[src/rtl/resdisp_pkg.sv]
package resdisp_pkg;
  localparam int RES_W = 4;
  localparam int SEG_W = 7;

  typedef logic [SEG_W-1:0] seg_t;

  localparam seg_t SEG_BLANK = 7'b1111111;
  localparam seg_t SEG_MINUS = 7'b1111110;

  // active-low glyphs, bit 6 = a ... bit 0 = g
  function automatic seg_t digit_glyph(input logic [RES_W-1:0] d);
    seg_t g;
    case (d)
      4'd0:    g = 7'b0000001;
      4'd1:    g = 7'b1001111;
      4'd2:    g = 7'b0010010;
      4'd3:    g = 7'b0000110;
      4'd4:    g = 7'b1001100;
      4'd5:    g = 7'b0100100;
      4'd6:    g = 7'b0100000;
      4'd7:    g = 7'b0001111;
      4'd8:    g = 7'b0000000;
      4'd9:    g = 7'b0000100;
      default: g = SEG_BLANK;
    endcase
    return g;
  endfunction
endpackage

[src/rtl/refresh_divider.sv]
module refresh_divider #(
  parameter int DIV_CNT = 10
) (
  input  logic clk,
  input  logic rst_n,
  output logic sel_o
);
  localparam int CNT_W = (DIV_CNT < 2) ? 1 : $clog2(DIV_CNT);
  localparam logic [CNT_W-1:0] LAST = CNT_W'(DIV_CNT - 1);

  logic [CNT_W-1:0] cnt_q, cnt_d;
  logic             sel_q, sel_d;
  logic             wrap;

  always_comb begin
    wrap  = (cnt_q == LAST);
    cnt_d = wrap ? '0 : cnt_q + 1'b1;
    sel_d = wrap ? ~sel_q : sel_q;
  end

  always_ff @(posedge clk or negedge rst_n) begin
    if (!rst_n) begin
      cnt_q <= '0;
      sel_q <= 1'b0;
    end else begin
      cnt_q <= cnt_d;
      sel_q <= sel_d;
    end
  end

  assign sel_o = sel_q;

  p_toggle_at_wrap_r8: assert property (@(posedge clk) disable iff (!rst_n)
    (cnt_q == LAST) |=> (sel_q != $past(sel_q)));
  p_hold_between_r8: assert property (@(posedge clk) disable iff (!rst_n)
    (cnt_q != LAST) |=> $stable(sel_q));
endmodule

[src/rtl/sm_convert.sv]
module sm_convert
  import resdisp_pkg::*;
(
  input  logic [RES_W-1:0] value_i,
  output logic             neg_o,
  output logic [RES_W-1:0] mag_o
);
  always_comb begin
    neg_o = value_i[RES_W-1];
    mag_o = neg_o ? (~value_i + 1'b1) : value_i;
  end

  always_comb begin
    if (value_i == 4'b1000)
      a_min_is_eight_r4: assert (neg_o && mag_o == 4'd8);
  end
endmodule

[src/rtl/seg_mux.sv]
module seg_mux
  import resdisp_pkg::*;
(
  input  logic             active_i,
  input  logic             show_sign_i,
  input  logic             neg_i,
  input  logic [RES_W-1:0] mag_i,
  output seg_t             seg_n_o
);
  seg_t sign_glyph, mag_glyph;

  always_comb begin
    sign_glyph = neg_i ? SEG_MINUS : SEG_BLANK;
    mag_glyph  = digit_glyph(mag_i);
    if (!active_i)        seg_n_o = SEG_BLANK;
    else if (show_sign_i) seg_n_o = sign_glyph;
    else                  seg_n_o = mag_glyph;
  end
endmodule

[src/rtl/result_display.sv]
module result_display
  import resdisp_pkg::*;
#(
  parameter int CLK_HZ     = 50_000_000,
  parameter int REFRESH_HZ = 490,
  parameter int NUM_DIGITS = 4
) (
  input  logic                  clk,
  input  logic                  rst_n,
  input  logic                  arith_mode_i,
  input  logic [RES_W-1:0]      result_i,
  output logic [RES_W-1:0]      led_o,
  output logic [SEG_W-1:0]      seg_n_o,
  output logic [NUM_DIGITS-1:0] dig_en_n_o
);
  localparam int RAW_DIV = CLK_HZ / (2 * REFRESH_HZ);
  localparam int DIV_CNT = (RAW_DIV < 1) ? 1 : RAW_DIV;
  localparam int MAG_DIG  = 0;
  localparam int SIGN_DIG = 1;

  // reset synchroniser: asserts at once, releases on a clock edge
  logic [1:0] rst_sync_q;
  logic       rst_int_n;

  always_ff @(posedge clk or negedge rst_n) begin
    if (!rst_n) rst_sync_q <= 2'b00;
    else        rst_sync_q <= {rst_sync_q[0], 1'b1};
  end
  assign rst_int_n = rst_sync_q[1];

  logic             sel;
  logic             neg;
  logic [RES_W-1:0] mag;

  refresh_divider #(.DIV_CNT(DIV_CNT)) u_div (
    .clk   (clk),
    .rst_n (rst_int_n),
    .sel_o (sel)
  );

  sm_convert u_conv (
    .value_i (result_i),
    .neg_o   (neg),
    .mag_o   (mag)
  );

  seg_mux u_seg (
    .active_i    (arith_mode_i),
    .show_sign_i (sel),
    .neg_i       (neg),
    .mag_i       (mag),
    .seg_n_o     (seg_n_o)
  );

  assign led_o = arith_mode_i ? '0 : result_i;

  for (genvar i = 0; i < NUM_DIGITS; i++) begin : g_dig
    if (i == MAG_DIG) begin : g_mag
      assign dig_en_n_o[i] = ~(arith_mode_i & ~sel);
    end else if (i == SIGN_DIG) begin : g_sign
      assign dig_en_n_o[i] = ~(arith_mode_i & sel);
    end else begin : g_off
      assign dig_en_n_o[i] = 1'b1;
    end
  end

  p_logic_dark_r1: assert property (@(posedge clk) disable iff (!rst_int_n)
    !arith_mode_i |-> (&dig_en_n_o && seg_n_o == SEG_BLANK));
  p_one_digit_r6: assert property (@(posedge clk) disable iff (!rst_int_n)
    $countones(~dig_en_n_o) <= 1);
  p_minus_on_sign_r5: assert property (@(posedge clk) disable iff (!rst_int_n)
    (!dig_en_n_o[SIGN_DIG] && result_i[RES_W-1]) |-> seg_n_o == SEG_MINUS);
  p_left_off_r7: assert property (@(posedge clk) disable iff (!rst_int_n)
    &dig_en_n_o[NUM_DIGITS-1:2]);
endmodule

[config.mk]
export PLATFORM = sky130hd
export DESIGN_NAME = result_display
export DESIGN_NICKNAME = d
export VERILOG_FILES = /design/src/rtl/resdisp_pkg.sv /design/src/rtl/refresh_divider.sv /design/src/rtl/sm_convert.sv /design/src/rtl/seg_mux.sv /design/src/rtl/result_display.sv
export SDC_FILE = /design/constraint.sdc
export NUM_CORES = 1
export LEC_CHECK = 0
export CAP_MARGIN = 20
export CORE_UTILIZATION = 30
export CTS_CLUSTER_SIZE = 12
export DETAILED_ROUTE_END_ITERATION = 7
export DONT_BUFFER_PORTS = 1
export PLACE_DENSITY = 0.45
export SLEW_MARGIN = 5
export SYNTH_ARGS = -nofsm -noshare
export SYNTH_HDL_FRONTEND = slang
export SYNTH_SLANG_ARGS = --single-unit
[constraint.sdc]
create_clock -name clk -period 4 [get_ports clk]
set_input_delay 0.2 -clock clk [delete_from_list [all_inputs] [get_ports clk]]
set_output_delay 0.2 -clock clk [all_outputs]
set_load 0.02 [all_outputs]
==> flow_summary.yaml <==
outcome:
  status: "finished clean"
run:
  drv_cap: 0
critical_path:
  critical_path.slowest_cell: "a311oi_1"
  slowest_delay_ns: 0.71
  cp.arrival_ns: 1.86
  rr_endpoint: "u_div.cnt_q[9]$_DFF_PN0_"
  path_max_fanout: 6
  path_cells: "inv_1 -> ha_1 -> mux2i_1 -> xor2_1 -> nor3b_1 -> a311oi_1"
  critical_path_required_ns: 3.80
  crit_buf_inv: 1
  crit_type: "input pin to output port"
  cp-end-kind: "output port"
  cp_top_family: "compound AO/OA/AOI/OAI gates"
  crit_path_start_kind: "input pin"
  r2r-start: "u_div.cnt_q[2]$_DFF_PN0_"
  reg2regPathDepth: 4
  rrSetupSlack_ns: 1.97
min_path:
  hold_path_class: "input pin to async pin"
die:
  io_pins: 22
  rows: 22
  dieArea_um2: 4380
  initial_core_util_pct: 32.5
  fp.coreArea_um2: 3800
  die-height_um: 66.2
  die_width_um: 66.2
sta:
  tightestPinTransition_ns: 0.838
  tns_ns: 0
  setup_violations: 0
  drv_slew: 0
  min_period_ns: 2.06
  fmax_mhz: 485
  clock_skew_ns: 0.00313
  hold_viol_final: 0
  holdWs_ns: 0.162
  finalCritPeriodShare_pct: 51.6
  max_slew_margin_pct: 43.7
  rsz0062_at_grt: "no"
final_layout:
  layout-drive-gt1-share_pct: 12.0
  mostFrequentLayoutCells: "dfrtp_1, nor2_1, nand2_1, ha_1"
  nNetsFinal: 140
  antennaDiodeCount: 0
  final_core_util_pct: 35.2
  fin_area_um2: 1340
  layout_commonest_cell: "dfrtp_1"
  n_fill_cell: 391
  syn_to_final_growth_pct: 8.10
yosys:
  synth_seq_area_share_pct: 38.5
  synth-edff-count: 0
  syn_inst: 121
  synth_flop_cell: "dfrtp_1"
  avgSynthCellArea_um2: 10.2
  ys_seq_elements: 19
  yosysUniqueCellTypes: 43
  ys_warn_count: 0
  syn_area_um2: 1240
  synth-async-reset-ratio_pct: 100
placed_design:
  placed_area_um2: 1280
  gp_congestion: 0.813
  port_buffers: 0
  dp_hpwl_mm: 1.81
pwr:
  switching_share_pct: 26.7
  combPwrFrac_pct: 12.8
  leakage_nw: 0.607
  clock_power_share_pct: 35.6
  p_seq_share_pct: 51.6
  switchingPower_uw: 102
  p_int_uw: 279
  ir_worst_vdd_mv: 0.148
  finalPower_uw: 381
  pwr_density_cell_nw_per_um2: 285
drt:
  vias: 886
  first_pass_iters: 4
  drcViolationCount: 0
  viasPerCell: 5.12
  ant_nets: 0
  first_iter_violations: 19
  routed_wl_mm: 2.46
  detail_route.wl_per_cell_um: 14.2
cts:
  postCtsHoldBufs: 1
  numCtsBuffers: 3
  cts_tree: "built"
  clk_pin_slew_ns: 0.07
  postCtsSetupBuffers: 0
  postCtsResizedCells: 0
  clock-root-buffer: "clkbuf_8"
  cts.sinks: 19
  cts_max_path_buffers: 2
  clk_latency_ns: 0.26
  h-tree-depth: 1
global_routing:
  grt.total_usage_pct: 12.7
  grt_max_degree: 18
  grt_pass1_vias: 915
  gr-total-overflow: 0
  grt_pass1_wl_mm: 4.18
  antenna_found_initial: 0
-- kinds of logic (layout without fill, tap and decap cells) --
family,Yosys count,in the layout,share of synthesized area (%)
XOR/XNOR,12,12,9.11
flip-flops,19,19,38.5
multiplexers,4,4,3.24
AND/OR/NAND/NOR,54,54,29.9
other,1,3,0.303
adder cells (fa/ha/maj),7,7,7.08
AO/OA/AOI/OAI,15,15,8.30
buffers and inverters,9,11,3.64
-- cell type report --
| cell class | instances | area [um^2] | area share [%] |
|---|---|---|---|
| Tap cell | 48 | 60.1 | 4.49 |
| Multi-Input combinational cell | 95 | 723 | 54.1 |
| Clock buffer | 4 | 45.0 | 3.37 |
| Sequential cell | 19 | 475 | 35.6 |
| Inverter | 6 | 22.5 | 1.69 |
| Timing Repair Buffer | 1 | 10.0 | 0.749 |
-- state kept, by name (all words and copies together) (netlist names) --
| signal | cells |
|---|---|
| u_div.cnt_q | 16 |
| rst_sync_q | 2 |
| u_div.sel_o | 1 |
-- worst register-to-register path, cell delays in order, from the launching register on --
cell	delay, ns
dfrtp_1	0.47
or4_4	0.58
nor4_4	0.52
o21ai_1	0.16
a21o_1	0.20
-- synth_stat cells (all sizes together), types with 3 or more instances --
master | n | share of area, %
nand3 | 5 | 2.0
nand2 | 9 | 2.7
xor2 | 5 | 3.5
nand4 | 4 | 3.7
o21ai | 7 | 2.8
ha | 7 | 7.1
dfrtp | 19 | 38
or4 | 3 | 2.4
nor3b | 3 | 1.8
inv | 6 | 1.8
nor2 | 13 | 3.9
xnor2 | 7 | 5.6
mux2i | 4 | 3.2
buf | 3 | 1.8
nor2b | 3 | 1.5
-- worst max-delay path by stage --
stage                      from    endpoint  slack [ns]  cells past startpoint
finish              result_i[0]  seg_n_o[0]        1.94                      6
global route        result_i[0]  seg_n_o[0]        1.78                      6
global placement    result_i[0]  seg_n_o[0]        1.94                      6
floorplan           result_i[0]  seg_n_o[0]        2.15                      6
detailed placement  result_i[0]  seg_n_o[0]        1.94                      6
CTS                 result_i[0]  seg_n_o[0]        1.93                      6
-- routing by layer --
metal	GRT usage [%]	vias to the layer above	share of wire [%]	wire, um
li1	-	432	-	-
met1	13.8	421	44	1070
met3	2.24	5	5.1	126
met4	6.38	0	2.1	51
met2	23.3	28	49	1210
met5	0	-	0	0
-- stage by stage --
step | worst slack [ns] | instances
6_report | 1.94 | 173
5_1_grt | 1.78 | 173
4_1_cts | 1.93 | 173
3_5_place_dp | 1.94 | 168
3_3_place_gp | 1.94 | 168
2_1_floorplan | 2.15 | 123
-- power by group through the flow --
stage | Combinational, mW | Clock (mW) | Sequential [mW]
after global routing | 0.0536 | 0.146 | 0.197
final | 0.0488 | 0.136 | 0.196
after global placement | 0.0478 | 0 | 0.200
after detailed placement | 0.0477 | 0 | 0.200
after floorplan | 0.0434 | 0 | 0.199
after CTS | 0.0490 | 0.140 | 0.197
Note: power is estimated with default switching activity, not from simulation.
